**src/rtl/pal12_pkg.sv**
```systemverilog
package pal12_pkg;

    localparam int COMP_W   = 4;
    localparam int RGB_W    = 3 * COMP_W;
    localparam int ENTRY_W  = 4;
    localparam int N_ENTRY  = 1 << ENTRY_W;
    localparam int PORT_W   = 8;
    localparam int HI_W     = 8;
    localparam int DATA_W   = 8;
    localparam logic [PORT_W-1:0] PAL_PORT = 8'hAE;

    localparam logic [COMP_W-1:0] LVL_MAX  = {COMP_W{1'b1}};
    localparam logic [COMP_W-1:0] LVL_MID  = COMP_W'((32'(LVL_MAX) * 2) / 3);
    localparam logic [COMP_W-1:0] LVL_LOW  = COMP_W'(32'(LVL_MAX) / 3);
    localparam logic [COMP_W-1:0] LVL_NONE = '0;

    typedef struct packed {
        logic [COMP_W-1:0] r;
        logic [COMP_W-1:0] g;
        logic [COMP_W-1:0] b;
    } rgb_t;

    typedef enum logic {
        SEL_RB = 1'b0,
        SEL_G  = 1'b1
    } comp_sel_e;

    typedef struct packed {
        logic              en;
        comp_sel_e         sel;
        logic [ENTRY_W-1:0] idx;
        logic [COMP_W-1:0] lo;
        logic [COMP_W-1:0] hi;
    } wr_cmd_t;

    function automatic logic [COMP_W-1:0] level_of(input logic on, input logic bright);
        if (on) return bright ? LVL_MAX : LVL_MID;
        return bright ? LVL_LOW : LVL_NONE;
    endfunction

    // Fixed 16-color mapping: code bit3 intensity, bit2 green, bit1 red, bit0 blue
    function automatic rgb_t native_color(input logic [3:0] code);
        rgb_t c;
        c.r = level_of(code[1], code[3]);
        c.g = level_of(code[2], code[3]);
        c.b = level_of(code[0], code[3]);
        return c;
    endfunction

endpackage

```
**src/rtl/pal12_decode.sv**
```systemverilog
module pal12_decode
    import pal12_pkg::*;
#(
    parameter logic [PORT_W-1:0] PORT_ADDR = PAL_PORT
) (
    input  logic              clk,
    input  logic              rst,
    input  logic              io_wr,
    input  logic [PORT_W-1:0] io_port,
    input  logic [HI_W-1:0]   io_addr_hi,
    input  logic [DATA_W-1:0] io_data,
    output wr_cmd_t           cmd
);

    always_comb begin
        cmd.en  = io_wr && (io_port == PORT_ADDR);
        cmd.sel = comp_sel_e'(io_addr_hi[0]);
        cmd.idx = io_addr_hi[ENTRY_W:1];
        cmd.lo  = io_data[COMP_W-1:0];
        cmd.hi  = io_data[DATA_W-1:COMP_W];
    end

    // an enable never appears without a strobe at the palette port
    a_r4_port_match: assert property (@(posedge clk) disable iff (rst)
        cmd.en |-> (io_wr && io_port == PORT_ADDR));
    a_r9_no_strobe: assert property (@(posedge clk) disable iff (rst)
        !io_wr |-> !cmd.en);

endmodule

```
**src/rtl/pal12_table.sv**
```systemverilog
module pal12_table
    import pal12_pkg::*;
(
    input  logic               clk,
    input  logic               rst,
    input  wr_cmd_t            cmd,
    input  logic [ENTRY_W-1:0] rd_idx,
    output rgb_t               rd_data
);

    rgb_t tbl [N_ENTRY];

    always_ff @(posedge clk) begin
        if (rst) begin
            for (int k = 0; k < N_ENTRY; k++) begin
                tbl[k] <= native_color(4'(k));
            end
            rd_data <= '0;
        end else begin
            rd_data <= tbl[rd_idx];
            if (cmd.en) begin
                if (cmd.sel == SEL_RB) begin
                    tbl[cmd.idx].r <= cmd.hi;
                    tbl[cmd.idx].b <= cmd.lo;
                end else begin
                    tbl[cmd.idx].g <= cmd.lo;
                end
            end
        end
    end

    // every entry holds its fixed mapping right after reset
    for (genvar k = 0; k < N_ENTRY; k++) begin : g_chk
        a_r1_reset_entry: assert property (@(posedge clk) disable iff (rst)
            $past(rst) |-> tbl[k] == native_color(4'(k)));
    end

    // red/blue write leaves green alone
    a_r2_rb_write: assert property (@(posedge clk) disable iff (rst)
        (!$past(rst) && $past(cmd.en) && $past(cmd.sel) == SEL_RB) |->
        (tbl[$past(cmd.idx)].r == $past(cmd.hi) &&
         tbl[$past(cmd.idx)].b == $past(cmd.lo) &&
         tbl[$past(cmd.idx)].g == $past(tbl[cmd.idx].g)));

    // green write leaves red and blue alone
    a_r3_g_write: assert property (@(posedge clk) disable iff (rst)
        (!$past(rst) && $past(cmd.en) && $past(cmd.sel) == SEL_G) |->
        (tbl[$past(cmd.idx)].g == $past(cmd.lo) &&
         tbl[$past(cmd.idx)].r == $past(tbl[cmd.idx].r) &&
         tbl[$past(cmd.idx)].b == $past(tbl[cmd.idx].b)));

endmodule

```
**src/rtl/pal12_outmux.sv**
```systemverilog
module pal12_outmux
    import pal12_pkg::*;
(
    input  logic clk,
    input  logic rst,
    input  rgb_t pal_in,
    input  rgb_t native_in,
    input  logic bypass,
    output rgb_t rgb_out
);

    rgb_t native_q;
    logic bypass_q;

    always_ff @(posedge clk) begin
        if (rst) begin
            native_q <= '0;
            bypass_q <= 1'b0;
        end else begin
            native_q <= native_in;
            bypass_q <= bypass;
        end
    end

    always_comb begin
        rgb_out = bypass_q ? native_q : pal_in;
    end

    // selected native color is the one presented a clock earlier
    a_r8_native_path: assert property (@(posedge clk) disable iff (rst)
        (!$past(rst) && $past(bypass)) |-> rgb_out == $past(native_in));
    a_r8_palette_path: assert property (@(posedge clk) disable iff (rst)
        (!$past(rst) && !$past(bypass)) |-> rgb_out == pal_in);

endmodule

```
**src/rtl/pal12_board.sv**
```systemverilog
module pal12_board
    import pal12_pkg::*;
#(
    parameter logic [PORT_W-1:0] PORT_ADDR = PAL_PORT
) (
    input  logic               clk,
    input  logic               rst,
    input  logic               io_wr,
    input  logic [PORT_W-1:0]  io_port,
    input  logic [HI_W-1:0]    io_addr_hi,
    input  logic [DATA_W-1:0]  io_data,
    input  logic [ENTRY_W-1:0] pix_idx,
    input  logic [RGB_W-1:0]   native_rgb,
    input  logic               use_native,
    output logic [RGB_W-1:0]   rgb_out
);

    wr_cmd_t cmd;
    rgb_t    pal_q;
    rgb_t    mux_out;

    pal12_decode #(.PORT_ADDR(PORT_ADDR)) u_decode (
        .clk        (clk),
        .rst        (rst),
        .io_wr      (io_wr),
        .io_port    (io_port),
        .io_addr_hi (io_addr_hi),
        .io_data    (io_data),
        .cmd        (cmd)
    );

    pal12_table u_table (
        .clk     (clk),
        .rst     (rst),
        .cmd     (cmd),
        .rd_idx  (pix_idx),
        .rd_data (pal_q)
    );

    pal12_outmux u_outmux (
        .clk       (clk),
        .rst       (rst),
        .pal_in    (pal_q),
        .native_in (rgb_t'(native_rgb)),
        .bypass    (use_native),
        .rgb_out   (mux_out)
    );

    assign rgb_out = mux_out;

endmodule

```
**config.mk**
```make
export PLATFORM = sky130hd
export DESIGN_NAME = pal12_board
export DESIGN_NICKNAME = d
export VERILOG_FILES = /design/src/rtl/pal12_pkg.sv /design/src/rtl/pal12_decode.sv /design/src/rtl/pal12_table.sv /design/src/rtl/pal12_outmux.sv /design/src/rtl/pal12_board.sv
export SDC_FILE = /design/constraint.sdc
export NUM_CORES = 1
export LEC_CHECK = 0
export BUFFER_PORTS_ARGS = -buffer_cell sky130_fd_sc_hd__buf_2
export CORE_MARGIN = 2
export CORE_UTILIZATION = 55
export DETAILED_ROUTE_END_ITERATION = 16
export PLACE_DENSITY_LB_ADDON = 0.08
export SKIP_LAST_GASP = 1
export SLEW_MARGIN = 5
export SYNTH_ARGS = -nofsm -noshare
export SYNTH_HDL_FRONTEND = slang
export SYNTH_SLANG_ARGS = --single-unit
export TNS_END_PERCENT = 100
```
**constraint.sdc**
```tcl
create_clock -name clk -period 4.7 [get_ports clk]
set_input_delay 0.705 -clock clk [delete_from_list [all_inputs] [get_ports clk]]
set_output_delay 0.705 -clock clk [all_outputs]
set_load 0.02 [all_outputs]
```
Yosys cells after proc, flatten, opt, wreduce, memory -nomap -nowiden
Memory sizes are Yosys's and may differ from the RTL's. A register that Yosys moved wholly into a read port is not among the register bits.
Index checks and enable logic that the tools add are counted.

storage, ports and cells
  flip-flop bits (word level) = 13
  RAM bits = 192
  output and inout bits = 12
  logic and storage cells = 27
  memories kept = 1

operators by class
  equal/unequal tests = 1
  mux-type cells = 19
  reductions and logical operators = 2

memory list
  name         words  bits a word  read ports  clocked after memory_dff  write ports  RTL line           text
  u_table.tbl  16     12           1           1                         16           pal12_table.sv:11  rgb_t tbl [N_ENTRY];

operator list
  kind                                        number
  2-to-1 mux 12 bit                           2
  2-to-1 mux 4 bit                            5
  OR reduction 12 bit                         1
  2-to-1 mux 1 bit                            11
  equality test 8 bit, second input constant  1
  2-to-1 mux 2 bit                            1
  logical AND 1 bit                           1

Depth between registers and ports, before layout
Gate-level depths: netlist (run 1).

  depth in word-level cells = 7
  mapped depth = 8
  mapped depth without buffers = 4

Modules after synthesis
From an unflattened synthesis (run 1), not the netlist that was laid out.

unflattened totals
  cell total of the unflattened synthesis = 772
  area, all modules = 10,020.9 um2

by module, submodules not included
  module        instances  cells each  area an instance (um2)
  pal12_table   1          716         9,362.7
  pal12_outmux  1          40          530.5
  pal12_decode  1          16          127.6

Worst setup path after synthesis (run 1)
No wires, ideal clock.

  kind = input to register
  start = input port io_port[0]
  end = memory u_table.tbl[10][0] (netlist bit) (enable)
  library setup time = 334 ps
  arrival = 1,894 ps
  path slack = 2,472 ps
  stages = 5
  path buffers = 1
  cells stage by stage = and4bb_4 > nand4_1 > buf_2 > or2_1 > nand2b_1

RTL lines
  item         RTL line           text
  from (decl)  pal12_board.sv:9   input logic [PORT_W-1:0] io_port,
  to (decl)    pal12_table.sv:11

==> results of run 1 <==
-- how the worst min path moves through the flow --
| stage | endpoint | slack [ns] |
|---|---|---|
| after floorplan | u_table.rd_data[0] | 0.64 |
| after global placement | u_table.rd_data[7] | 0.67 |
| after detailed placement | u_table.rd_data[7] | 0.68 |
| after CTS | u_outmux.native_q[10] | 0.40 |
| after global routing | u_outmux.native_q[8] | 0.42 |
| final | u_outmux.native_q[10] | 0.41 |
-- where the power goes --
| part | switching (uW) | leakage (uW) | internal (uW) |
|---|---|---|---|
| clock network | 714 | 0.000338 | 974 |
| logic | 209 | 0.00150 | 119 |
| registers | 33.4 | 0.00209 | 2190 |
-- cell families (layout without fill, tap and decap cells) --
family                 count (synthesis)  after routing  synth area share, %
AOI/OAI and AO/OA                     45             45                 3.34
buffers and inverters                 65            103                 3.25
DFF                                  217            217                 62.9
muxes                                 97             97                 11.3
and+or+nand+nor                      332            332                 19.2
-- per-layer routing --
layer | up-vias | global-route usage (%)
li1 | 2820 | -
met1 | 3004 | 34.5
met2 | 246 | 37.8
met3 | 39 | 3.28
met4 | 0 | 7.57
met5 | - | 0
-- stage by stage --
step	instances	hold slack, ns	setup slack [ns]
finish	1023	0.412	1.91
detailed placement	983	0.679	1.42
CTS	1023	0.405	1.97
global placement	983	0.671	1.51
floorplan	756	0.640	2.47
global route	1023	0.419	1.79
-- final cells by class --
type	count	share of cell area (%)
well taps	229	2.62
inverters	2	0.0685
clock inverters	9	0.697
repair buffers	61	3.01
multi-input cells	474	30.8
flip-flops and latches	217	57.2
clock buffers	31	5.62
-- cells in the final DEF (no fill, tap or decap), types with 3 or more instances in the layout --
master | Yosys | routed
mux2i_1 | 74 | 74
a22oi_1 | 37 | 37
mux4_2 | 11 | 11
or2_2 | 26 | 26
nor2b_1 | 19 | 19
nand2b_1 | 16 | 16
nand3b_1 | 3 | 3
dfxtp_1 | 25 | 25
mux2_2 | 12 | 12
o21bai_1 | 4 | 4
buf_2 | 10 | 51
clkbuf_1 | 42 | 7
nor3_1 | 26 | 26
nor2_1 | 31 | 31
or3_1 | 63 | 63
clkinv_2 | 0 | 4
edfxtp_1 | 192 | 192
nand3_1 | 23 | 23
buf_4 | 3 | 10
nand4_4 | 3 | 3
and2_1 | 67 | 67
nand2_1 | 44 | 44
clkbuf_16 | 0 | 23
-- state kept, by name (all words and copies together) (netlist names) --
register / count
u_outmux.native_q: 12
u_table.tbl: 192
u_outmux.bypass_q: 1
u_table.rd_data: 12
==> out/metrics.cfg, run 1 <==
[place]
dp_hpwl_mm=14.2
port_buffers=52
dpl-instance-area_mm2=0.0103
place.gp.congestion=0.799

[synthesis]
synth_edf_count=192
synth.most_common_cell=edfxtp_1
synthTopCellsByCount=192 x edfxtp_1, 74 x mux2i_1, 67 x and2_1
synth_flop_cell=edfxtp_1
synth_area_mm2=0.00996
synthCells=756
syn_area_per_cell_um2=13.2
netlist_top_cells_area=edfxtp_1 58%, mux2i_1 7.4%, dfxtp_1 5.0%
ys_seq_area_share_pct=62.9
synth-seq-cells=217
yosys_warnings=0
yosys.area.top_type=edfxtp_1
synth.distinct_cells=37
synth.net_count=800
async_reset_ff_share_pct=0
synth_top_area_share_pct=57.9

[clocking]
post_cts_buffers=0
cts_tree=built
htreeDepth=1
cts_resized=0
hold_buffers=0
cts.sinks=217
cts_made_buffers=23
root_buffer=clkbuf_16
insertion_delay_ns=0.50
clkSlewWorstSetupHoldPaths_ns=0.06
clockBufferDepth=3

[final_layout]
antennaDiodeCount=0
syn_to_final_growth_pct=9.96
seqCellArea_mm2=0.00627
post-route-util_pct=61.4
drive_above_1_share_pct=19.0
multiInputGateArea_mm2=0.00337
n_fill_cell=1383
final_area_mm2=0.0110
fin_nets=823

[worst_setup_path]
path_cells=buf_2 -> and4bb_4 -> nand4_4 -> or2_2 -> nand2b_1
crit_family=simple AND/OR/NAND/NOR gates
cp_num_cells=5
rr_endpoint=u_table.rd_data[2]
reg2regPathDepth=4
cpPeakStageDelay_ns=0.60
required_ns=4.86
worstPathArrival_ns=2.94
reg2reg_from=u_table.tbl[7][2]
crit_path_max_fanout=48
cp_num_buf_inv=1
critical_path_class=primary input to flip-flop
cp_slowest_cell=and4bb_4
endpoint_kind=flip-flop
setup.worst_path.end=u_table.tbl[14][2]
startpoint_type=primary input
reg2reg_slack_ns=3.33
startpoint=rst

[job]
cap_violations=0

[drt]
wl_mm=22.8
highest_layer=met4
via_per_inst=5.97
dr.first_iter.drc_count=595
dr_wl_met3_mm=1.61
wl_per_cell_um=22.3
route.layer.met1.wl_mm=9.93
drt_first_pass_iters=5
met2_length_mm=10.7
vias=6109
drc_errors=0
antenna_left=0

[global_route]
grt_max_degree=49
overflow=0
grt_use_total_pct=23.8
antenna_found_initial=0
grt_pass1_wl_mm=35.0
grt_pass1_vias=6043

[floorplan]
boundaryPins=56
dieArea_mm2=0.0192
core_mm2=0.0178
dieWidth_um=139
num_rows=49
die_y_um=139
initial_utilization_pct=55.9

[worst_hold_path]
hold_depth=2
hold_path.class=primary input to flip-flop
hp-start=native_rgb[10]

[power]
peakVddDrop_mv=0.292
power_uw=4240
static-leakage-power_uw=0.00392
p_per_area_mw_per_mm2=387

[timing]
rsz0062_at_grt=false
final.period_utilization_pct=59.3
max_freq_mhz=359
setup_tns_ns=0
tightest_slew_ns=1.16
relSlewSlack_pct=22.8
report.final.slew_viol_count=0
final-hold-violation-count=0
fin_crit_ns=2.79
setup_viol=0
clock-skew-final_ns=0.00608

[status]
status=completed

Note: power is estimated with default switching activity, not from simulation.
==> run 2, diff against run 1 <==
==> constraint.sdc (replaced) <==
create_clock -name clk -period 2.52 [get_ports clk]
set_input_delay 0.378 -clock clk [delete_from_list [all_inputs] [get_ports clk]]
set_output_delay 0.378 -clock clk [all_outputs]
set_load 0.02 [all_outputs]
==> run 2 against run 1 <==
Final cell count rose by 2.6%; clock power rose by 82%; final area rose by 2.1%; total power rose by 85%; clock skew rose by 0.0090 ns; first-iteration DRC count rose by 4.0%; critical path depth fell by 3; sequential share of layout area fell by 1.2 points; largest power group unchanged; global-route usage rose by 0.52 points; largest cell class unchanged; critical endpoint is now rgb_out[11]; register-to-register slack got worse by 2.2 ns; utilization rose by 1.3 points.
==> out/metrics.cfg, run 2 (synthesized netlist as in run 1, its figures left out) <==
[worst_hold_path]
hp-start=native_rgb[4]
hold_path_end=u_outmux.native_q[4]
hold_path.class=primary input to flip-flop
hold_depth=2

[floorplan]
dieArea_mm2=0.0192
dieWidth_um=139
boundaryPins=56
core_mm2=0.0178
die_y_um=139
initial_utilization_pct=55.9
num_rows=49

[worst_setup_path]
startpoint_type=flip-flop
worstPathArrival_ns=1.70
endpoint_kind=primary output
rr_endpoint=u_table.rd_data[3]
reg2reg_from=u_table.tbl[6][3]
reg2reg_slack_ns=1.09
crit_path_max_fanout=12
critical_path_class=flip-flop to primary output
reg2regPathDepth=4
required_ns=2.14

[timing]
relSlewSlack_pct=49.8
rsz0062_at_grt=false
report.final.slew_viol_count=0
final-hold-violation-count=0
max_freq_mhz=482
setup_tns_ns=0
final.period_utilization_pct=82.4
setup_viol=0
tightest_slew_ns=0.753
fin_crit_ns=2.08
clock-skew-final_ns=0.0151

[power]
static-leakage-power_uw=0.00406
peakVddDrop_mv=0.555
p_per_area_mw_per_mm2=703

[final_layout]
antennaDiodeCount=0
mostFrequentLayoutCell=edfxtp_1
mostFrequentLayoutCells=192 x edfxtp_1, 74 x mux2i_1, 67 x and2_1
reg_top3=u_table.tbl (192), u_outmux.native_q (12), u_table.rd_data (12)
largest_register=u_table.tbl
final_area_mm2=0.0112
fin_nets=849
layoutNonFillerInstCount=1050
largest_reg_flops=192
n_fill_cell=1363
syn_to_final_growth_pct=12.3
drive_above_1_share_pct=21.2

[clocking]
cts_resized=0
root_buffer=clkbuf_16
cts_made_buffers=22
clkSlewWorstSetupHoldPaths_ns=0.06
post_cts_buffers=0
htreeDepth=1
cts_tree=built
hold_buffers=0
insertion_delay_ns=0.52
clockBufferDepth=3
cts.sinks=217

[global_route]
antenna_found_initial=0
grt_pass1_wl_mm=36.0
grt_max_degree=48
grt_use_total_pct=24.3
overflow=0
grt_pass1_vias=6303

[place]
port_buffers=52
dp_hpwl_mm=15.2
dp.cells=1010
dpl-instance-area_mm2=0.0105
place.gp.congestion=0.813

[drt]
wl_per_cell_um=21.8
via_per_inst=5.91
vias=6204
antenna_left=0
dr.first_iter.drc_count=619
drc_errors=0
wl_mm=22.9
drt_first_pass_iters=5

[job]
cap_violations=0

[status]
status=completed

run 2: changes by cell type in the layout (fill, tap and decap cells not counted), sizes merged:
cell      change
buf          +27
bufinv        -1
clkbuf        +7
clkinv        -4
clkinvlp      -1
inv           -1
run 2: metal layers:
layer  vias to the layer above  GRT usage (%)  wire (um)
met4                         0           5.42        301
met5                         -              0          0
li1                       2878              -          -
met1                      3098           34.9      10000
met2                       206           40.1      11200
met3                        22           3.35       1470
run 2: cell type report:
cell class                 instances  area [um^2]  area share [%]
sequential                       217         6270            56.0
multi-input combinational        474         3370            30.2
clock buffer                      38          662            5.92
timing repair buffer              88          571            5.10
tap                              229          287            2.56
clock inverter                     2         20.0           0.179
inverter                           2         7.51          0.0671
run 2: report_power, final:
group / internal, uW / switching (uW) / total (uW) / leakage [uW]
clock network: 1780 / 1290 / 3080 / 0.000328
registers: 4090 / 61.1 / 4150 / 0.00209
logic: 238 / 395 / 633 / 0.00165
run 2: how the worst max path moves through the flow:
stage / from / endpoint / slack, ns / depth (start not counted)
4_1_cts: u_outmux.bypass_q / rgb_out[11] / 0.41 / 2
5_1_grt: u_outmux.bypass_q / rgb_out[9] / 0.35 / 2
2_1_floorplan: io_port[0] / u_table.tbl[10][0] / 0.62 / 5
6_report: u_outmux.bypass_q / rgb_out[11] / 0.44 / 2
3_5_place_dp: io_port[0] / u_table.tbl[10][8] / 0.20 / 6
3_3_place_gp: io_port[0] / u_table.tbl[10][0] / 0.27 / 6
run 2: metrics by stage:
stage / worst slack, ns / util, % / total power, uW / hold slack, ns
floorplan: 0.619 / - / 4610 / 0.506
global placement: 0.266 / 58.9 / 4840 / 0.591
detailed placement: 0.196 / 58.9 / 4860 / 0.595
CTS: 0.412 / 62.7 / 7910 / 0.0652
global route: 0.354 / 62.7 / 8100 / 0.0807
finish: 0.445 / 62.7 / 7860 / 0.0756
run 2: critical path, cell delays in order, from the launching register on:
cell and delay (ns):
dfxtp_1 0.64, mux2_2 0.39, buf_2 0.16
==> run 3, diff against run 2 <==
--- a/config.mk
+++ b/config.mk
@@ -5,6 +5,7 @@
 export SDC_FILE = /design/constraint.sdc
 export NUM_CORES = 1
 export LEC_CHECK = 0
+export ABC_AREA = 1
 export BUFFER_PORTS_ARGS = -buffer_cell sky130_fd_sc_hd__buf_2
 export CORE_MARGIN = 2
 export CORE_UTILIZATION = 55
==> constraint.sdc (replaced) <==
create_clock -name clk -period 2 [get_ports clk]
set_input_delay 0.3 -clock clk [delete_from_list [all_inputs] [get_ports clk]]
set_output_delay 0.3 -clock clk [all_outputs]
set_load 0.02 [all_outputs]
==> run 3 against run 2 <==
Critical path depth stayed put; register-to-register slack lost 0.30 ns; worst hold slack better by 0.18 ns; synthesized area up 3.6%; utilization grew 1.3 points; global-route usage rose by 1.3 points; via count increased by 26%; critical endpoint is now rgb_out[10]; largest power group unchanged; highest routed layer unchanged.
==> out/metrics.cfg, run 3 <==
[synthesis]
yosys_warnings=0
synth_top_area_share_pct=55.8
synthCells=1178
synth.distinct_cells=21
async_reset_ff_share_pct=0
yosys.area.top_type=edfxtp_1
ys_seq_area_share_pct=60.7
synth_area_mm2=0.0103
synth-seq-cells=217
synth_edf_count=192
synth_flop_cell=edfxtp_1
synth.most_common_cell=nand2_1
synth.net_count=1222
syn_area_per_cell_um2=8.76
netlist_top_cells_area=edfxtp_1 56%, nand2_1 15%, nand3_1 5.8%
synthTopCellsByCount=423 x nand2_1, 192 x edfxtp_1, 158 x inv_1

[floorplan]
dieWidth_um=141
initial_utilization_pct=55.6
dieArea_mm2=0.0199
die_y_um=141
boundaryPins=56
core_mm2=0.0186
num_rows=50

[power]
peakVddDrop_mv=0.637
power_frac_comb_pct=9.2
static-leakage-power_uw=0.00540
switching_share_pct=23.4
power_frac_seq_pct=52.3
pwr-share-clk_pct=38.4
power_uw=9970
p_per_area_mw_per_mm2=838
net-switching-power_uw=2330
intPower_uw=7640

[worst_setup_path]
cpPeakStageDelay_ns=0.50
rr_endpoint=u_table.rd_data[7]
setup.worst_path.end=rgb_out[10]
reg2reg_from=u_table.tbl[11][7]
cp_slowest_cell=dfxtp_2
crit_path_max_fanout=12
path_cells=mux2_2 -> buf_2
endpoint_kind=primary output
worstPathArrival_ns=1.53
required_ns=1.70
startpoint_type=flip-flop
startpoint=u_outmux.bypass_q
reg2reg_slack_ns=0.79
reg2regPathDepth=6
critical_path_class=flip-flop to primary output

[drt]
vias=7803
wl_mm=24.7
antenna_left=0
via_per_inst=5.18
dr.first_iter.drc_count=699
drc_errors=0
wl_per_cell_um=16.4
drt_first_pass_iters=5

[clocking]
cts.sinks=217
clkSlewWorstSetupHoldPaths_ns=0.06
root_buffer=clkbuf_16
cts_made_buffers=23
htreeDepth=1
insertion_delay_ns=0.51
cts_tree=built
clockBufferDepth=3

[worst_hold_path]
hold_path.class=primary input to flip-flop

[place]
port_buffers=52
dp_hpwl_mm=16.0
place.gp.congestion=0.877

[final_layout]
seqCellArea_mm2=0.00627
mostFrequentLayoutCell=nand2_1
mostFrequentLayoutCells=423 x nand2_1, 192 x edfxtp_1, 158 x inv_1
largest_register=u_table.tbl
reg_top3=u_table.tbl (192), u_outmux.native_q (12), u_table.rd_data (12)
largest_reg_flops=192
drive_above_1_share_pct=13.9
fin_nets=1303
multiInputGateArea_mm2=0.00316
n_fill_cell=1540
syn_to_final_growth_pct=15.2
antennaDiodeCount=0

[global_route]
grt_pass1_wl_mm=38.7
grt_max_degree=69
antenna_found_initial=0
grt_pass1_vias=7275
overflow=0
grt_use_total_pct=25.6

[timing]
clock-skew-final_ns=0.00684
final.period_utilization_pct=91.7
final-hold-violation-count=0
setup_tns_ns=0
report.final.slew_viol_count=0
rsz0062_at_grt=false
setup_viol=0
relSlewSlack_pct=66.1
tightest_slew_ns=0.509
fin_crit_ns=1.83
max_freq_mhz=545

[status]
status=completed

[job]
cap_violations=0

-- run 3: routing by layer --
| metal | wire length (um) | GRT usage, % | share of wire (%) |
|---|---|---|---|
| met5 | 0 | 0 | 0 |
| met4 | 795 | 9.58 | 3.2 |
| met3 | 1830 | 3.16 | 7.4 |
| met2 | 11400 | 41.3 | 46 |
| met1 | 10600 | 35.9 | 43 |
-- run 3: timing repair --
item                                    4_1_cts  5_1_grt
hold buffers                                 13        0
endpoints found under the hold margin        13        0
buffers inserted                              0        0
endpoints found under the setup margin       12        0
resized for setup                             1        0
-- run 3: worst min-delay path by stage --
stage | from | end | slack [ns] | depth (start not counted)
6_report | pix_idx[3] | u_table.rd_data[9] | 0.26 | 3
5_1_grt | pix_idx[3] | u_table.rd_data[11] | 0.26 | 3
4_1_cts | pix_idx[3] | u_table.rd_data[9] | 0.24 | 3
3_5_place_dp | native_rgb[5] | u_outmux.native_q[5] | 0.51 | 3
3_3_place_gp | native_rgb[5] | u_outmux.native_q[5] | 0.50 | 3
2_1_floorplan | use_native | u_outmux.bypass_q | 0.41 | 2
-- run 3: metrics by stage --
step | area, um^2 | hold slack, ns | std cells | worst slack, ns | util [%]
final | 11900 | 0.260 | 1507 | 0.165 | 64.0
after global routing | 11900 | 0.264 | 1507 | 0.116 | 64.0
after CTS | 11900 | 0.241 | 1507 | 0.142 | 64.0
after detailed placement | 11100 | 0.508 | 1455 | 0.0326 | 59.7
after global placement | 11100 | 0.499 | 1455 | 0.0773 | 59.7
after floorplan | 10300 | 0.407 | 1178 | -0.0827 | -
-- run 3: cells by family (layout without fill, tap and decap cells) --
kind of cell | after synthesis | in the layout | synth area share [%]
AO/OA/AOI/OAI | 18 | 18 | 0.873
buffers and inverters | 229 | 324 | 8.70
flip-flops | 217 | 217 | 60.7
multiplexers | 12 | 12 | 1.31
AND/OR/NAND/NOR | 702 | 702 | 28.4
-- run 3: layout make-up --
cell class,instances,area share (%)
repair buffers,119,7.43
clock buffers,32,5.32
flip-flops and latches,217,52.7
inverters,166,5.24
multi-input cells,732,26.6
clock inverters,7,0.305
well taps,234,2.46
-- run 3: worst max-delay path: cells and delay by family (launching register included) --
family | cells | cell delay, ns
multiplexers | 1 | 0.37
flip-flops | 1 | 0.50
buffers and inverters | 1 | 0.16
-- run 3: power groups by stage --
stage                     clock [uW]  sequential, uW  combinational [uW]
final                           3830            5220                 920
after global routing            4050            5240                1020
after CTS                       3880            5220                 916
after detailed placement           0            5310                 891
after global placement             0            5300                 888
after floorplan                    0            5280                 574
